## config.mk

```make
export PLATFORM = sky130hd
export DESIGN_NAME = ana_ind_port
export DESIGN_NICKNAME = d
export VERILOG_FILES = /design/src/rtl/acp_pkg.sv /design/src/rtl/acp_host_word.sv /design/src/rtl/acp_seq.sv /design/src/rtl/acp_bank.sv /design/src/rtl/ana_ind_port.sv
export SDC_FILE = /design/constraint.sdc
export NUM_CORES = 1
export LEC_CHECK = 0
export BUFFER_PORTS_ARGS = -buffer_cell sky130_fd_sc_hd__buf_2
export CAP_MARGIN = 20
export CORE_ASPECT_RATIO = 0.5
export CORE_MARGIN = 4
export CORE_UTILIZATION = 40
export DETAILED_ROUTE_END_ITERATION = 7
export PLACE_DENSITY = 0.58
export SLEW_MARGIN = 10
export SYNTH_ARGS = -nofsm -noshare
export SYNTH_HDL_FRONTEND = slang
export SYNTH_HIERARCHICAL = 1
export SYNTH_SLANG_ARGS = --single-unit
```

## constraint.sdc

```tcl
create_clock -name clk -period 8 [get_ports clk]
set_input_delay 0.8 -clock clk [delete_from_list [all_inputs] [get_ports clk]]
set_output_delay 0.8 -clock clk [all_outputs]
set_load 0.01 [all_outputs]
```

## src/rtl/acp_pkg.sv

```systemverilog
package acp_pkg;
    localparam int WORD_W   = 32;
    localparam int REL_BIT  = 28;
    localparam int DIR_BIT  = 24;
    localparam int ADDR_LSB = 16;
    localparam int WDAT_LSB = 8;

    typedef enum logic [1:0] {
        ST_HELD  = 2'd0,
        ST_READ  = 2'd1,
        ST_WRITE = 2'd2
    } acp_state_e;
endpackage

```

## src/rtl/acp_host_word.sv

```systemverilog
module acp_host_word #(
    parameter int ADDR_W = 5,
    parameter int DATA_W = 8
) (
    input  logic              clk,
    input  logic              rst_n,
    input  logic              we,
    input  logic [31:0]       wdata,
    output logic              n_rel,
    output logic              n_dir,
    output logic [ADDR_W-1:0] n_addr,
    output logic [DATA_W-1:0] n_wdat,
    output logic              q_rel,
    output logic              q_dir,
    output logic [ADDR_W-1:0] q_addr,
    output logic [DATA_W-1:0] q_wdat
);
    import acp_pkg::*;

    // Field slices of the incoming host value
    assign n_rel  = wdata[REL_BIT];
    assign n_dir  = wdata[DIR_BIT];
    assign n_addr = wdata[ADDR_LSB +: ADDR_W];
    assign n_wdat = wdata[WDAT_LSB +: DATA_W];

    always_ff @(posedge clk) begin
        if (!rst_n) begin
            q_rel  <= 1'b0;
            q_dir  <= 1'b0;
            q_addr <= '0;
            q_wdat <= '0;
        end else if (we) begin
            q_rel  <= n_rel;
            q_dir  <= n_dir;
            q_addr <= n_addr;
            q_wdat <= n_wdat;
        end
    end
endmodule

```

## src/rtl/acp_seq.sv

```systemverilog
module acp_seq #(
    parameter int ADDR_W = 5,
    parameter int DATA_W = 8
) (
    input  logic                clk,
    input  logic                rst_n,
    input  logic                we,
    input  logic                n_rel,
    input  logic                n_dir,
    input  logic [ADDR_W-1:0]   n_addr,
    input  logic [DATA_W-1:0]   n_wdat,
    input  logic [ADDR_W-1:0]   q_addr,
    input  logic [DATA_W-1:0]   q_wdat,
    output logic                commit,
    output logic                clear_all,
    output acp_pkg::acp_state_e state
);
    import acp_pkg::*;

    acp_state_e state_q, state_d;
    logic       changed;

    assign changed = (n_addr != q_addr) || (n_wdat != q_wdat);

    // State register
    always_ff @(posedge clk) begin
        if (!rst_n) state_q <= ST_HELD;
        else        state_q <= state_d;
    end

    // Next-state decode
    always_comb begin
        state_d = state_q;
        if (we) begin
            if (!n_rel)     state_d = ST_HELD;
            else if (n_dir) state_d = ST_WRITE;
            else            state_d = ST_READ;
        end
    end

    // Outputs: arm-commit and retarget store; hold-reset clears
    always_comb begin
        commit    = 1'b0;
        clear_all = 1'b0;
        if (we) begin
            unique case (state_q)
                ST_HELD: begin
                    clear_all = !n_rel;
                end
                ST_READ: begin
                    clear_all = !n_rel;
                    commit    = n_rel && n_dir;
                end
                ST_WRITE: begin
                    clear_all = !n_rel;
                    commit    = n_rel && n_dir && changed;
                end
                default: begin
                    clear_all = 1'b1;
                end
            endcase
        end
    end

    assign state = state_q;
endmodule

```

## src/rtl/acp_bank.sv

```systemverilog
module acp_bank #(
    parameter int ADDR_W = 5,
    parameter int DATA_W = 8
) (
    input  logic              clk,
    input  logic              rst_n,
    input  logic              clear_all,
    input  logic              commit,
    input  logic [ADDR_W-1:0] wr_addr,
    input  logic [DATA_W-1:0] wr_dat,
    input  logic [ADDR_W-1:0] rd_addr,
    output logic [DATA_W-1:0] rd_dat
);
    localparam int DEPTH = 1 << ADDR_W;

    logic [DATA_W-1:0] regs [DEPTH];

    for (genvar i = 0; i < DEPTH; i++) begin : g_reg
        logic hit;
        assign hit = commit && (wr_addr == ADDR_W'(i));
        always_ff @(posedge clk) begin
            if (!rst_n || clear_all) regs[i] <= '0;
            else if (hit)            regs[i] <= wr_dat;
        end
    end

    assign rd_dat = regs[rd_addr];
endmodule

```

## src/rtl/ana_ind_port.sv

```systemverilog
module ana_ind_port #(
    parameter int ADDR_W = 5,
    parameter int DATA_W = 8
) (
    input  logic        clk,
    input  logic        rst_n,
    input  logic        host_we,
    input  logic [31:0] host_wdata,
    output logic [31:0] host_rdata
);
    import acp_pkg::*;

    logic              n_rel, n_dir, q_rel, q_dir;
    logic [ADDR_W-1:0] n_addr, q_addr;
    logic [DATA_W-1:0] n_wdat, q_wdat, rd_dat;
    logic              commit, clear_all;
    acp_state_e        state;

    acp_host_word #(.ADDR_W(ADDR_W), .DATA_W(DATA_W)) u_word (
        .clk(clk), .rst_n(rst_n), .we(host_we), .wdata(host_wdata),
        .n_rel(n_rel), .n_dir(n_dir), .n_addr(n_addr), .n_wdat(n_wdat),
        .q_rel(q_rel), .q_dir(q_dir), .q_addr(q_addr), .q_wdat(q_wdat)
    );

    acp_seq #(.ADDR_W(ADDR_W), .DATA_W(DATA_W)) u_seq (
        .clk(clk), .rst_n(rst_n), .we(host_we),
        .n_rel(n_rel), .n_dir(n_dir), .n_addr(n_addr), .n_wdat(n_wdat),
        .q_addr(q_addr), .q_wdat(q_wdat),
        .commit(commit), .clear_all(clear_all), .state(state)
    );

    acp_bank #(.ADDR_W(ADDR_W), .DATA_W(DATA_W)) u_bank (
        .clk(clk), .rst_n(rst_n), .clear_all(clear_all), .commit(commit),
        .wr_addr(n_addr), .wr_dat(n_wdat), .rd_addr(q_addr), .rd_dat(rd_dat)
    );

    logic unused_state;
    assign unused_state = ^{state, q_dir};

    always_comb begin
        host_rdata                        = '0;
        host_rdata[REL_BIT]               = q_rel;
        host_rdata[DIR_BIT]               = q_dir;
        host_rdata[ADDR_LSB +: ADDR_W]    = q_addr;
        host_rdata[WDAT_LSB +: DATA_W]    = q_wdat;
        host_rdata[DATA_W-1:0]            = rd_dat;
    end
endmodule

```

Yosys cells after proc, flatten, opt, wreduce, memory -nomap -nowiden
Memories as Yosys holds them, arrays and structs flattened. A register that Yosys moved wholly into a read port is not among the register bits.
Cells that the tools add are included.
- register bits after elaboration: 17
- memory bits (writable): 256
- input bits: 35
- output and inout port bits: 32
- word-level logic and storage cells: 252
- memories kept: 1
- memory list (memory ; depth ; width ; read ports ; clocked after Yosys merged registers in ; wr ports ; line ; RTL):
    u_bank.regs ; 32 ; 8 ; 1 ; 1 ; 32 ; acp_bank.sv:16 ; logic [DATA_W-1:0] regs [DEPTH];
- eq/ne operators: 35
- muxes and demuxes: 138
- bitwise operators: 32
- reduce and logical (&&, ||, !) cells: 41
- operators with widths (kind ; number):
    8-bit two-way mux ; 32
    1-bit two-way mux ; 101
    5-bit == test (second input constant) ; 16
    5-bit by 4-bit == test with 1-bit output (second input constant) ; 8
    1-bit logical AND ; 34
    1-bit OR ; 32
    5-bit by 3-bit == test with 1-bit output (second input constant) ; 4
    5-bit by 2-bit == test with 1-bit output (second input constant) ; 2
    5-bit two-way mux ; 2
    8-bit != test ; 1
    5-bit by 1-bit == test with 1-bit output (second input constant) ; 1
    5-bit logical NOT ; 1
    5-bit != test ; 1
    2-bit two-way mux ; 2
    3-bit OR reduction ; 1
    2-bit by 1-bit == test with 1-bit output (second input constant) ; 1
    2-bit == test (second input constant) ; 1
    1-bit logical NOT ; 2
    2-bit logical NOT ; 1
    1-bit logical OR ; 2
    1-bit one-hot mux with 2 select lines ; 1

Depth between registers and ports, before layout
- depth in word-level cells: 10
- gate-level depth with buffers: 10
- depth with buffers taken out: 8

Cells and area by module
Netlist, hierarchy kept.
- modules (own cells, without submodules) (module ; times used ; cells each ; area each (um^2) ; sequential area each (um^2)):
    acp_bank ; 1 ; 740 ; 11891.4 ; 7687.4
    acp_host_word ; 1 ; 63 ; 691.9 ; 300.3
    acp_seq ; 1 ; 36 ; 290.3 ; 40.0
    ana_ind_port ; 1 ; 12 ; 86.3 ; 0.0

Least setup slack after synthesis
Ideal clock, no wire load.
- path kind: register -> output
- start point: register, netlist name u_word/q_addr[2]
- end point: output host_rdata[0]
- data arrival time: 2.202 ns
- data required time: 7.200 ns
- setup slack: 4.998 ns
- cell stages (with the launch flop): 6
- path buffers: 2
- cells stage by stage: dfxtp_1 clkbuf_1 buf_1 mux4_2 mux4_2 mux2_2
- RTL lines (item ; line ; RTL):
    to (decl) ; ana_ind_port.sv:9 ; output logic [31:0] host_rdata

==> results.cfg <==
[sta]
rsz0062_at_grt = no
slew_headroom = 0.287
fin_crit_sh = 0.572
post-route-min-period_ns = 4.58
setup_slack_ns = 3.42
fmax_mhz = 218
finalHoldViolations = 0
setup-tns-final_ns = 0
fin_hold_ws_ns = 0.524
drv_slew = 0
finalSetupViolations = 0
fin_skew_ns = 0.0276
tightest_slew_ns = 1.06

[cts]
cts.htree.levels = 1
clkSlewWorstSetupHoldPaths_ns = 0.06
insertion_delay_ns = 0.54
tritoncts = done
cts_root_buffer = clkbuf_16
clock_path_buffers = 3
clock_sinks = 273
cts.repair.resized = 0
cts_buffers = 27
postCtsSetupRepairBufs = 0
postCtsHoldBufs = 0

[placement]
dp_hpwl_um = 19400
place.gp.congestion = 0.796
port_buffers = 40
preCtsSetupSlack_ns = 3.84

[die]
die_x_um = 263
core_mm2 = 0.0318
dieArea_mm2 = 0.0355
rows = 46
io_pins = 67
initial_core_util = 0.407
dieHeight_um = 135

[route]
viasPerCell = 5.28
vias = 6984
drt_wl_total_um = 31100
drc = 0
drtIter0Drc = 708
wire_per_inst_um = 23.5
detail-route-antenna-nets = 0
drt-pass1-iter-count = 5

[power_and_ir_drop]
power_uw = 3150
p_per_area_mw_per_mm2 = 220
p_sw_frac = 0.224
power_frac_seq = 0.526
internal-power_uw = 2440
max-vdd-ir-drop_uv = 196
power_leakage_uw = 0.00518
p_comb_frac = 0.082
clock_power_share = 0.392
switching_power_uw = 706

[setup_path]
worstPathCellList = buf_4 > mux4_2 > mux4_2 > mux2_2 > buf_2
cp-end-kind = primary output
crit_top_cell = mux4_2
critPathMaxStageDelay_ns = 0.80
critPathKind = reg -> out
crit_slowest_cell = buf_4
cp.required_ns = 7.20
cp.arrival_ns = 3.78
start_kind = flip-flop
worstPathMaxFanout = 40

[flow_run]
maxCapViolations = 0

[global_route]
grt_use_met1 = 0.241
grt_pass1_wl_um = 45900
grt_overflow = 0
grt_most_used_layer = met2
track_usage = 0.174
use_met2 = 0.296
grt_pass1_vias = 7111
grt_max_degree = 41
gr-usage-met3 = 0.0256
antenna_found_initial = 0

[logic_synthesis]
postSynth.asyncResetShare = 0
synth-edff-count = 256
netlist_area_mm2 = 0.0130
yosys_warnings = 6
synthFlopType = edfxtp_1
ys_seq_area_frac = 0.619
avgSynthCellArea_um2 = 15.2
synth_cells = 851
synth_cell_types = 34
synth-seq-cells = 273

[min_path]
hold_class = reg -> reg

[run_status]
status = complete, no violations

[final_layout]
num_antenna_cells = 0
synthToLayoutAreaGrowth_pct = 10.7
final_util = 0.451
nets = 914
layout-drive-gt1-share = 0.228
synthesized netlist by cell type, types with 7 or more instances:
| library cell | number | area, µm² |
|---|---|---|
| o21ai_0 | 33 | 165 |
| and2_1 | 258 | 1610 |
| nor2b_1 | 16 | 100 |
| mux2i_1 | 15 | 150 |
| mux4_2 | 80 | 1800 |
| nor2_1 | 33 | 124 |
| edfxtp_1 | 256 | 7690 |
| buf_4 | 32 | 240 |
| xnor2_1 | 12 | 105 |
| nand4bb_1 | 7 | 78.8 |
| clkbuf_1 | 42 | 158 |
| dfxtp_1 | 17 | 340 |
| mux2_2 | 8 | 90.1 |
cells in the final DEF, fill, tap and decap left out, drive strengths merged, types with 8 or more instances in the layout:
cell and n:
nor2b 16, mux2 8, conb 9, edfxtp 256, buf 72, clkbuf 31
xnor2 12, and2 258, mux2i 15, mux4 80, nor2 33, o21ai 34
dfxtp 17
flip-flops by register name, summed over array words and instances (netlist names):
name           cells
u_seq/state        2
u_word/q_rel       1
u_word/q_wdat      8
u_word/q_addr      5
u_word/q_dir       1
u_bank/regs      256
power groups by stage:
stage | clock [µW] | sequential, µW | combinational, µW
finish | 1230 | 1660 | 258
global route | 1320 | 1660 | 274
CTS | 1260 | 1660 | 260
detailed placement | 0 | 1690 | 260
global placement | 0 | 1680 | 256
floorplan | 0 | 1670 | 177
per-layer routing:
layer  share of wire  routed length, µm
met5          0.0020                 62
met4           0.021                646
met3           0.057               1780
met2            0.49              15200
met1            0.43              13500
worst paths after layout:
| kind | end | from | depth (start not counted) | slack, ns |
|---|---|---|---|---|
| worst max-delay path | host_rdata[3] | u_word/q_addr[1]$_SDFFE_PN0P_ | 5 | 3.42 |
| worst min-delay path | u_word/q_rel$_SDFFE_PN0P_ | u_word/q_rel$_SDFFE_PN0P_ | 2 | 0.52 |
| worst max register to register | u_bank/regs[15][2]$_SDFFCE_PN0P_ | u_word/q_addr[1]$_SDFFE_PN0P_ | 7 | 3.87 |
| worst min register to register | u_word/q_rel$_SDFFE_PN0P_ | u_word/q_rel$_SDFFE_PN0P_ | 2 | 0.52 |
worst max-delay path, delay by kind of cell (launching register included):
kind | cells | cell delay [ns]
mux | 3 | 1.51
buf+inv | 2 | 0.94
flops | 1 | 0.77
logic make-up after synthesis:
logic type | share of synthesized area
multiplexers | 0.158
flip-flops | 0.619
AO/OA/AOI/OAI | 0.0146
buffers and inverters | 0.0370
XOR/XNOR | 0.00879
adder cells (fa/ha/maj) | 0.00290
other | 0.000289
AND/OR/NAND/NOR | 0.159
stage by stage:
| step | instance area, µm² | instances |
|---|---|---|
| final | 14300 | 1322 |
| after global routing | 14300 | 1322 |
| after CTS | 14300 | 1320 |
| after detailed placement | 13500 | 1277 |
| after global placement | 13500 | 1275 |
| after floorplan | 13000 | 859 |
final cells by class:
type | count | area (µm²)
Clock buffer | 31 | 691
Inverter | 3 | 11.3
Sequential cell | 273 | 8030
Clock inverter | 12 | 138
Timing Repair Buffer | 72 | 443
Tap cell | 432 | 541
Fill cell | 2816 | 17500
Multi-Input combinational cell | 499 | 4490
Power figures use the tool's default switching activity.
